File: src/rtl/sg_dma_pkg.sv
package sg_dma_pkg;

  localparam logic [1:0] REG_CMD  = 2'd0;
  localparam logic [1:0] REG_STAT = 2'd1;
  localparam logic [1:0] REG_PTR  = 2'd2;

  localparam int CMD_START_BIT = 0;
  localparam int CMD_DIR_BIT   = 3;
  localparam int ST_ACTIVE_BIT = 0;
  localparam int ST_ERR_BIT    = 1;
  localparam int ST_IRQ_BIT    = 2;

  typedef enum logic [2:0] {
    ST_IDLE,
    ST_FETCH_ADDR,
    ST_FETCH_CNT,
    ST_MOVE,
    ST_DONE
  } dmaState_e;

  typedef enum logic [1:0] {
    SRC_DESC_ADDR,
    SRC_DESC_CNT,
    SRC_BUF
  } memSrc_e;

  typedef struct packed {
    logic    loadPtr;
    logic    loadBuf;
    logic    loadCnt;
    logic    step;
    memSrc_e memSrc;
  } dpCtrl_t;

endpackage

File: src/rtl/sg_dma_regs.sv
module sg_dma_regs
  import sg_dma_pkg::*;
#(
  parameter int ADDR_W = 32
) (
  input  logic              clk,
  input  logic              rstN,
  input  logic              regWrEn,
  input  logic [1:0]        regAddr,
  input  logic [ADDR_W-1:0] regWrData,
  output logic [ADDR_W-1:0] regRdData,
  input  logic              irqSet,
  input  logic              errSet,
  input  logic              engActive,
  output logic              startBit,
  output logic              startPulse,
  output logic              launchDir,
  output logic [ADDR_W-1:0] tablePtr
);

  logic dirBit;
  logic irqFlag;
  logic errFlag;
  logic cmdWr;
  logic statWr;
  logic ptrWr;

  assign cmdWr  = regWrEn && (regAddr == REG_CMD);
  assign statWr = regWrEn && (regAddr == REG_STAT);
  assign ptrWr  = regWrEn && (regAddr == REG_PTR);

  assign startPulse = cmdWr && regWrData[CMD_START_BIT] && !startBit;
  assign launchDir  = regWrData[CMD_DIR_BIT];

  always_ff @(posedge clk or negedge rstN) begin
    if (!rstN) begin
      startBit <= 1'b0;
      dirBit   <= 1'b0;
      tablePtr <= '0;
      irqFlag  <= 1'b0;
      errFlag  <= 1'b0;
    end else begin
      if (cmdWr) begin
        startBit <= regWrData[CMD_START_BIT];
        dirBit   <= regWrData[CMD_DIR_BIT];
      end
      if (ptrWr) begin
        tablePtr <= {regWrData[ADDR_W-1:2], 2'b00};
      end
      irqFlag <= irqSet | (irqFlag & ~(statWr & regWrData[ST_IRQ_BIT]));
      errFlag <= errSet | (errFlag & ~(statWr & regWrData[ST_ERR_BIT]));
    end
  end

  always_comb begin
    regRdData = '0;
    case (regAddr)
      REG_CMD: begin
        regRdData[CMD_START_BIT] = startBit;
        regRdData[CMD_DIR_BIT]   = dirBit;
      end
      REG_STAT: begin
        regRdData[ST_ACTIVE_BIT] = engActive;
        regRdData[ST_ERR_BIT]    = errFlag;
        regRdData[ST_IRQ_BIT]    = irqFlag;
      end
      REG_PTR: regRdData = tablePtr;
      default: regRdData = '0;
    endcase
  end

  // a write of one clears the interrupt flag unless a new completion arrives
  p_irq_w1c_r13: assert property (@(posedge clk) disable iff (!rstN)
    (statWr && regWrData[ST_IRQ_BIT] && !irqSet) |=> !irqFlag);

  // without a status write the interrupt flag holds
  p_irq_hold_r13: assert property (@(posedge clk) disable iff (!rstN)
    (irqFlag && !statWr) |=> irqFlag);

  // completion is reported only once the engine has gone inactive
  p_irq_inactive_r8: assert property (@(posedge clk) disable iff (!rstN)
    $rose(irqFlag) |-> !engActive);

endmodule

File: src/rtl/sg_dma_ctrl.sv
module sg_dma_ctrl
  import sg_dma_pkg::*;
(
  input  logic    clk,
  input  logic    rstN,
  input  logic    startBit,
  input  logic    startPulse,
  input  logic    launchDir,
  input  logic    drvInValid,
  input  logic    drvOutReady,
  input  logic    lastWord,
  input  logic    endFlag,
  input  logic    tableFull,
  output dpCtrl_t dp,
  output logic    memRd,
  output logic    memWr,
  output logic    drvInReady,
  output logic    drvOutValid,
  output logic    engActive,
  output logic    irqSet,
  output logic    errSet
);

  dmaState_e state;
  dmaState_e nextState;
  logic      dirRead;
  logic      handshake;

  always_ff @(posedge clk or negedge rstN) begin
    if (!rstN) begin
      state   <= ST_IDLE;
      dirRead <= 1'b0;
    end else begin
      state <= nextState;
      if (startPulse) begin
        dirRead <= launchDir;
      end
    end
  end

  always_comb begin
    nextState   = state;
    dp          = '0;
    dp.memSrc   = SRC_BUF;
    memRd       = 1'b0;
    memWr       = 1'b0;
    drvInReady  = 1'b0;
    drvOutValid = 1'b0;
    irqSet      = 1'b0;
    errSet      = 1'b0;
    handshake   = 1'b0;
    case (state)
      ST_IDLE: nextState = ST_IDLE;
      ST_FETCH_ADDR: begin
        memRd      = 1'b1;
        dp.memSrc  = SRC_DESC_ADDR;
        dp.loadBuf = 1'b1;
        nextState  = ST_FETCH_CNT;
      end
      ST_FETCH_CNT: begin
        memRd      = 1'b1;
        dp.memSrc  = SRC_DESC_CNT;
        dp.loadCnt = 1'b1;
        nextState  = ST_MOVE;
      end
      ST_MOVE: begin
        if (dirRead) begin
          drvInReady = 1'b1;
          handshake  = drvInValid;
          memWr      = drvInValid;
        end else begin
          drvOutValid = 1'b1;
          memRd       = 1'b1;
          handshake   = drvOutReady;
        end
        if (handshake) begin
          dp.step = 1'b1;
          if (lastWord) begin
            if (endFlag) begin
              irqSet    = 1'b1;
              nextState = ST_DONE;
            end else if (tableFull) begin
              errSet    = 1'b1;
              nextState = ST_DONE;
            end else begin
              nextState = ST_FETCH_ADDR;
            end
          end
        end
      end
      ST_DONE: begin
        if (dirRead) begin
          drvInReady = 1'b1;
          errSet     = drvInValid;
        end
      end
      default: nextState = ST_IDLE;
    endcase
    if (!startBit) begin
      memRd       = 1'b0;
      memWr       = 1'b0;
      drvInReady  = 1'b0;
      drvOutValid = 1'b0;
      irqSet      = 1'b0;
      errSet      = 1'b0;
      dp.step     = 1'b0;
      dp.loadBuf  = 1'b0;
      dp.loadCnt  = 1'b0;
      dp.loadPtr  = startPulse;
      nextState   = startPulse ? ST_FETCH_ADDR : ST_IDLE;
    end
  end

  assign engActive = startBit &&
                     ((state == ST_FETCH_ADDR) || (state == ST_FETCH_CNT) || (state == ST_MOVE));

  // the address word of a descriptor is followed by its count word
  p_fetch_order_r3: assert property (@(posedge clk) disable iff (!rstN)
    (state == ST_FETCH_ADDR && startBit) |=> (state == ST_FETCH_CNT));

  // once start drops the engine is silent on every port
  p_stop_quiet_r12: assert property (@(posedge clk) disable iff (!rstN)
    $fell(startBit) |-> (!memWr && !memRd && !drvInReady && !drvOutValid && !engActive));

  // one memory access per cycle
  p_rd_wr_excl_r4: assert property (@(posedge clk) disable iff (!rstN)
    !(memWr && memRd));

  // an excess drive word never reaches memory
  p_overrun_nowrite_r9: assert property (@(posedge clk) disable iff (!rstN)
    (state == ST_DONE && drvInValid) |-> !memWr);

endmodule

File: src/rtl/sg_dma_datapath.sv
module sg_dma_datapath
  import sg_dma_pkg::*;
#(
  parameter int ADDR_W   = 32,
  parameter int CNT_W    = 16,
  parameter int MAX_DESC = 8192
) (
  input  logic              clk,
  input  logic              rstN,
  input  dpCtrl_t           dp,
  input  logic [ADDR_W-1:0] tablePtr,
  input  logic [ADDR_W-1:0] memRData,
  output logic [ADDR_W-1:0] memAddr,
  output logic              lastWord,
  output logic              endFlag,
  output logic              tableFull
);

  localparam int WORDS_W  = CNT_W - 1;
  localparam int REGION_W = CNT_W;
  localparam int IDX_W    = $clog2(MAX_DESC + 1);
  localparam int DESC_B   = 8;
  localparam int CNT_OFS  = 4;

  logic [ADDR_W-1:0]  descPtr;
  logic [ADDR_W-1:0]  bufAddr;
  logic [WORDS_W-1:0] wordsLeft;
  logic [IDX_W-1:0]   descIdx;
  logic               unusedBits;

  assign unusedBits = ^{memRData[0], tablePtr[1:0]};

  always_ff @(posedge clk or negedge rstN) begin
    if (!rstN) begin
      descPtr   <= '0;
      bufAddr   <= '0;
      wordsLeft <= '0;
      endFlag   <= 1'b0;
      descIdx   <= '0;
    end else begin
      if (dp.loadPtr) begin
        descPtr <= {tablePtr[ADDR_W-1:2], 2'b00};
        descIdx <= '0;
      end
      if (dp.loadBuf) begin
        bufAddr <= {memRData[ADDR_W-1:1], 1'b0};
      end
      if (dp.loadCnt) begin
        wordsLeft <= memRData[CNT_W-1:1] - WORDS_W'(1);
        endFlag   <= memRData[ADDR_W-1];
        descPtr   <= descPtr + ADDR_W'(DESC_B);
        descIdx   <= descIdx + IDX_W'(1);
      end
      if (dp.step) begin
        bufAddr[REGION_W-1:0] <= bufAddr[REGION_W-1:0] + REGION_W'(2);
        wordsLeft             <= wordsLeft - WORDS_W'(1);
      end
    end
  end

  always_comb begin
    case (dp.memSrc)
      SRC_DESC_ADDR: memAddr = descPtr;
      SRC_DESC_CNT:  memAddr = descPtr + ADDR_W'(CNT_OFS);
      default:       memAddr = bufAddr;
    endcase
  end

  assign lastWord  = (wordsLeft == '0);
  assign tableFull = (descIdx == IDX_W'(MAX_DESC));

  // stepping through a buffer never changes its 64 KiB region
  p_region_hold_r7: assert property (@(posedge clk) disable iff (!rstN)
    (dp.step && !dp.loadBuf) |=> (bufAddr[ADDR_W-1:REGION_W] == $past(bufAddr[ADDR_W-1:REGION_W])));

  // the descriptor index never runs past the table limit
  p_idx_bound_r10: assert property (@(posedge clk) disable iff (!rstN)
    descIdx <= IDX_W'(MAX_DESC));

endmodule

File: src/rtl/sg_dma_engine.sv
module sg_dma_engine
  import sg_dma_pkg::*;
#(
  parameter int MAX_DESC = 8192,
  parameter int CNT_W    = 16
) (
  input  logic        clk,
  input  logic        rstN,
  input  logic        regWrEn,
  input  logic [1:0]  regAddr,
  input  logic [31:0] regWrData,
  output logic [31:0] regRdData,
  output logic        memRd,
  output logic        memWr,
  output logic [31:0] memAddr,
  output logic [15:0] memWData,
  input  logic [31:0] memRData,
  input  logic        drvInValid,
  output logic        drvInReady,
  input  logic [15:0] drvInData,
  output logic        drvOutValid,
  input  logic        drvOutReady,
  output logic [15:0] drvOutData
);

  localparam int ADDR_W = 32;

  dpCtrl_t           dp;
  logic              startBit;
  logic              startPulse;
  logic              launchDir;
  logic [ADDR_W-1:0] tablePtr;
  logic              irqSet;
  logic              errSet;
  logic              engActive;
  logic              lastWord;
  logic              endFlag;
  logic              tableFull;

  sg_dma_regs #(.ADDR_W(ADDR_W)) regs_i (
    .clk        (clk),
    .rstN       (rstN),
    .regWrEn    (regWrEn),
    .regAddr    (regAddr),
    .regWrData  (regWrData),
    .regRdData  (regRdData),
    .irqSet     (irqSet),
    .errSet     (errSet),
    .engActive  (engActive),
    .startBit   (startBit),
    .startPulse (startPulse),
    .launchDir  (launchDir),
    .tablePtr   (tablePtr)
  );

  sg_dma_ctrl ctrl_i (
    .clk         (clk),
    .rstN        (rstN),
    .startBit    (startBit),
    .startPulse  (startPulse),
    .launchDir   (launchDir),
    .drvInValid  (drvInValid),
    .drvOutReady (drvOutReady),
    .lastWord    (lastWord),
    .endFlag     (endFlag),
    .tableFull   (tableFull),
    .dp          (dp),
    .memRd       (memRd),
    .memWr       (memWr),
    .drvInReady  (drvInReady),
    .drvOutValid (drvOutValid),
    .engActive   (engActive),
    .irqSet      (irqSet),
    .errSet      (errSet)
  );

  sg_dma_datapath #(
    .ADDR_W   (ADDR_W),
    .CNT_W    (CNT_W),
    .MAX_DESC (MAX_DESC)
  ) dpath_i (
    .clk       (clk),
    .rstN      (rstN),
    .dp        (dp),
    .tablePtr  (tablePtr),
    .memRData  (memRData),
    .memAddr   (memAddr),
    .lastWord  (lastWord),
    .endFlag   (endFlag),
    .tableFull (tableFull)
  );

  assign memWData   = drvInData;
  assign drvOutData = memRData[15:0];

endmodule

File: config.mk
export PLATFORM = sky130hd
export DESIGN_NAME = sg_dma_engine
export DESIGN_NICKNAME = d
export VERILOG_FILES = /design/src/rtl/sg_dma_pkg.sv /design/src/rtl/sg_dma_regs.sv /design/src/rtl/sg_dma_ctrl.sv /design/src/rtl/sg_dma_datapath.sv /design/src/rtl/sg_dma_engine.sv
export SDC_FILE = /design/constraint.sdc
export NUM_CORES = 1
export LEC_CHECK = 0
export ABC_AREA = 1
export BUFFER_PORTS_ARGS = -buffer_cell sky130_fd_sc_hd__buf_2
export CAP_MARGIN = 20
export CORE_ASPECT_RATIO = 0.9
export CORE_MARGIN = 2
export CORE_UTILIZATION = 60
export CTS_BUF_LIST = sky130_fd_sc_hd__clkbuf_8 sky130_fd_sc_hd__clkbuf_16
export DETAILED_ROUTE_END_ITERATION = 8
export PLACE_DENSITY = 0.87
export SLEW_MARGIN = 20
export SYNTH_ARGS = -nofsm -noshare
export SYNTH_HDL_FRONTEND = slang
export SYNTH_SLANG_ARGS = --single-unit
File: constraint.sdc
create_clock -name clk -period 5.5 [get_ports clk]
set_input_delay 1.1 -clock clk [delete_from_list [all_inputs] [get_ports clk]]
set_output_delay 1.1 -clock clk [all_outputs]
set_load 0.02 [all_outputs]
# Word-level counts from Yosys, hierarchy flattened
# Cells that the tools add are included.
# op_classes
reduce_logical,18
eq_ne,11
n_mux,50
bitwise,8
add_sub_neg,6
# op_table
cell,count
$mux 32,2
$pmux 32 s2,1
$add 32x3->32 const B,1
$add 32x4->32 const B,1
$mux 16,2
$mux 15,2
$sub 15x1->15 const B,2
$mux 14,2
$mux 28,1
$mux 1,27
$add 16x2->16 const B,1
$logic_not 15->1,1
$mux 3,5
$add 14x1->14 const B,1
$eq 14x14->1 const B,1
$pmux 3 s4,1
$pmux 1 s2,4
$pmux 2 s2,2
$eq 3x2->1 const B,2
$logic_and 1x1->1,6
$ne 3x2->1 const B,2
$reduce_bool 2->1,3
$and 1x1->1,4
$eq 2x1->1 const B,2
12 further kinds,17
# totals
in_bits,87
regBits,132
elab_cells,106
out_inout_bits,100

# Longest topological paths before layout
# depth
word_depth,8
depth_mapped,17
ltp_nobuf,16

# Hierarchy
# A second synthesis with hierarchy kept.
# unflattened
cells_unflattened,1318
area_unflattened_um2,8772.2
# by_module_without_submodules
module,area_per_inst_um2,cells_per_inst,instances,seq_area_each_um2
sg_dma_datapath,6437.4,997,1,2277.2
sg_dma_regs,1740.4,230,1,850.8
sg_dma_ctrl,354.1,59,1,100.1
sg_dma_engine,240.2,32,1,0.0

# Worst setup path after synthesis
# OpenSTA, ideal clock, no wires.
# synth_timing
kind,input to output
from,input port regAddr[0]
to,output port regRdData[2]
required_ns,4.400
stages,5
t_arrival_ns,2.193
n_path_buf,1
path_slack_ns,2.207
path_cell_list,inv_1 ha_1 clkbuf_1 nand2_1 a21boi_0
# synth_between
elab_chain_len,2
elab_cells_between_ends,3
cone_classes,eq/ne: 2; mux: 1
# synth_rtl
item,line,rtl
start: declaration,sg_dma_engine.sv:10,"input logic [1:0] regAddr,"
$eq 2x2->1 or $eq 2x1->1 (tied branches),sg_dma_regs.sv:57,case (regAddr)
$pmux 2 s2 (*),sg_dma_regs.sv:57,
end: declaration,sg_dma_engine.sv:12,"output logic [31:0] regRdData,"
# Every way passes the cells marked *; elsewhere a longest branch is shown, timed or not.

# Worst setup path after layout
# layout_timing
from,register ctrl_i.state[2]
to,output port memRd
# layout_between
elab_chain_len,4
elab_cells_between_ends,6
cone_classes,eq/ne: 3; mux: 2; reduce/logical: 1
# layout_rtl
item,line,rtl
start: declaration,sg_dma_ctrl.sv:24,dmaState_e state;
start signal: assignment,sg_dma_ctrl.sv:34,state <= nextState;
$eq 3x2->1 or $eq 3x1->1 (tied branches),sg_dma_ctrl.sv:52,case (state)
$reduce_or 2->1 (no source line),--,
$pmux 1 s2 (*),sg_dma_ctrl.sv:52,
$mux 1 (*),sg_dma_ctrl.sv:99,if (!startBit) begin
end: declaration,sg_dma_engine.sv:13,"output logic memRd,"
# Marked as above.

==> impl_metrics.tcl <==
set metrics [dict create \
    synthesis.nets 1284 \
    grt_usage 0.334 \
    post_cts_buffers 0 \
    stdcell_count 1500 \
    synth_compound_gate_area_share 0.133 \
    io_pins 187 \
    grt_pass1_vias 7998 \
    final_common_cell "nand2_1" \
    die_y_um 117 \
    drive_gt1_frac 0.198 \
    insertion_delay_ns 0.42 \
    crit_path_start_kind "register" \
    hold_buffers 0 \
    fmax_mhz 235 \
    met3RoutedLength_mm 2.24 \
    drc 0 \
    area_delta_synth_final_pct 14.7 \
    dp_slack_ns 1.69 \
    n_antenna_cell 0 \
    cts_tree "yes" \
    hold_viol 0 \
    cts-resized-gates 0 \
    p_per_area_nw_per_um2 426 \
    ff2ff_path_depth 11 \
    period_share 0.773 \
    utilization 0.702 \
    gp_congestion 1.03 \
    synth-xor-area-share 0.0174 \
    grt_max_degree 69 \
    most-common-layout-cells "nand2_1 (324), inv_1 (153), buf_2 (150), dfrtp_1 (129), nand3_1 (104)" \
    synth_top_family_by_area "simple AND/OR/NAND/NOR gates" \
    first_iter_violations 1001 \
    routed.top_layer "met4" \
    p_leak_nw 4.94 \
    synth_area_sq_um 8570 \
    final_nets 1390 \
    first_pass_iters 6 \
    die_x_um 130 \
    viasPerCell 5.76 \
    hold_path.class "register to register" \
    vias 8644 \
    slowest_delay_ns 0.52 \
    slew_headroom 0.399 \
    hpwlAfterDp_mm 18.4 \
    reg2reg_slack_ns 2.49 \
    fin_skew_ns 0.00726 \
    avgRoutedWirePerCell_um 16.6 \
    ir_drop_mv 0.229 \
    max_cap_viol_count 0 \
    synthDistinctLibCells 48 \
    worstSetupEndpoint "memRd" \
    dieArea_sq_um 15200 \
    maxSlewViolCount 0 \
    grt_setup_unrepaired "no" \
    yosys_warnings 0 \
    r2r-end "dpath_i.descPtr[11]" \
    grt_overflow 0 \
    synth-seq-cells 129 \
    row_count 41 \
    setup_ws_ns 1.25 \
    synth_adder_area_share 0.0131 \
    clkSlewWorstSetupHoldPaths_ns 0.06 \
    cp.arrival_ns 3.15 \
    initial_core_util 0.612 \
    period_minus_slack_ns 4.25 \
    cts-buffers-inserted 17 \
    io_buffers 151 \
    synth_async_sr_flop_share 1.00 \
    wl_met1_mm 10.6 \
    synthMuxAreaShare 0.0276 \
    critPathCaptureType "output port" \
    slowest_stage "clkinv_1" \
    report.final.setup_viol 0 \
    routed_wirelength_mm 24.9 \
    outcome "completed" \
    tns_ns 0 \
    startpoint "ctrl_i.state[2]" \
    synth_edf_count 0 \
    cts.sinks 129 \
    hold_start "dpath_i.bufAddr[31]" \
    grt_pass1_wl_mm 40.2 \
    critPathMaxFanout 23 \
    h-tree-depth 4 \
    ys_seq_area_frac 0.377 \
    core_area_sq_um 14000 \
    syn_avg_cell_area_sq_um 7.21 \
    crit_required_ns 4.40 \
    r2r_start "ctrl_i.state[1]" \
    clockBufferDepth 2 \
    tightest_slew_ns 0.901 \
    route.met2.wl_mm 11.1 \
    synth_ff_type "dfrtp_1" \
    n_fill_cell 1184 \
    synth-simple-area-share 0.311 \
    ant_nets 0 \
    critical_path_class "register to output port" \
    dpl.cell_count 1468 \
    postSynthCellCount 1188 \
    cp_cell_sequence "inv_1 -> nand2_2 -> nor2_2 -> inv_2 -> nand2_4 -> clkinv_1 -> o22ai_1 -> buf_2" \
    power_mw 4.18 \
    antenna_found_initial 0 \
    root_buffer "clkbuf_16" \
]
==> synthesized netlist by cell type (11+ instances only) <==
library cell  count  area, sq um
buf_2            11         55.1
nand3_1         104          521
o21ai_0          61          305
dfrtp_1         129         3230
a21oi_1          25          125
nor3_1           15         75.1
nand2_4          12          135
nand2_2          13         81.3
o211ai_1         32          240
mux2_2           21          236
nand4_1          13         81.3
clkbuf_1         23         86.3
nand2_1         324         1220
nor2_1           99          372
xor2_1           15          131
inv_1           153          574
o221ai_1         27          236
buf_4            34          255
==> stage by stage <==
step,hold slack (ns),instance area [sq um]
after floorplan,0.442,8570
after CTS,0.487,9830
after global placement,0.465,9190
final,0.487,9830
after global routing,0.500,9830
after detailed placement,0.468,9190
==> routing by layer <==
| metal | vias to the layer above | GRT usage |
|---|---|---|
| met1 | 4055 | 0.473 |
| met3 | 72 | 0.0689 |
| met2 | 453 | 0.498 |
| li1 | 4064 | - |
| met5 | - | 0 |
| met4 | 0 | 0.138 |
==> final cells by class <==
cell class | count | area [sq um] | area share
clock inverters | 13 | 184 | 0.0187
repair buffers | 158 | 811 | 0.0825
multi-input cells | 829 | 4310 | 0.439
well taps | 193 | 241 | 0.0246
flip-flops and latches | 129 | 3230 | 0.328
clock buffers | 19 | 453 | 0.0461
inverters | 159 | 599 | 0.0610
==> worst max-delay path, delay by kind of cell (launching register included) <==
| family | cells | cell delay, ns |
|---|---|---|
| DFF | 1 | 0.38 |
| AOI/OAI and AO/OA | 1 | 0.34 |
| buffers and inverters | 4 | 1.21 |
| and+or+nand+nor | 3 | 0.81 |
==> worst min-delay path by stage <==
stage / depth (start not counted) / slack, ns / to
floorplan: 2 / 0.44 / dpath_i.bufAddr[16]
detailed placement: 2 / 0.47 / dpath_i.wordsLeft[13]
finish: 2 / 0.49 / dpath_i.bufAddr[31]
CTS: 2 / 0.49 / dpath_i.wordsLeft[13]
global route: 2 / 0.50 / dpath_i.wordsLeft[13]
global placement: 2 / 0.47 / dpath_i.wordsLeft[14]
==> power breakdown <==
part / internal, mW / leakage, nW / switching, mW
Sequential: 1.26 / 1.58 / 0.344
Combinational: 0.478 / 3.05 / 0.887
Clock: 0.782 / 0.305 / 0.432
Total: 2.52 / 4.94 / 1.66
==> cells by family after synthesis <==
family / Yosys count
simple gates: 602
buf+inv: 230
compound gates: 179
flops: 129
mux: 21
xor+xnor: 17
fa+ha+maj: 9
other cells: 1
==> flip-flops by register name, indices dropped and copies added (netlist names) <==
register,count
dpath_i.descIdx,14
regs_i.irqFlag,1
ctrl_i.state,3
dpath_i.wordsLeft,15
regs_i.startBit,1
dpath_i.descPtr,30
regs_i.dirBit,1
dpath_i.bufAddr,31
dpath_i.endFlag,1
ctrl_i.dirRead,1
regs_i.errFlag,1
regs_i.tablePtr,30
Power figures use the tool's default switching activity.
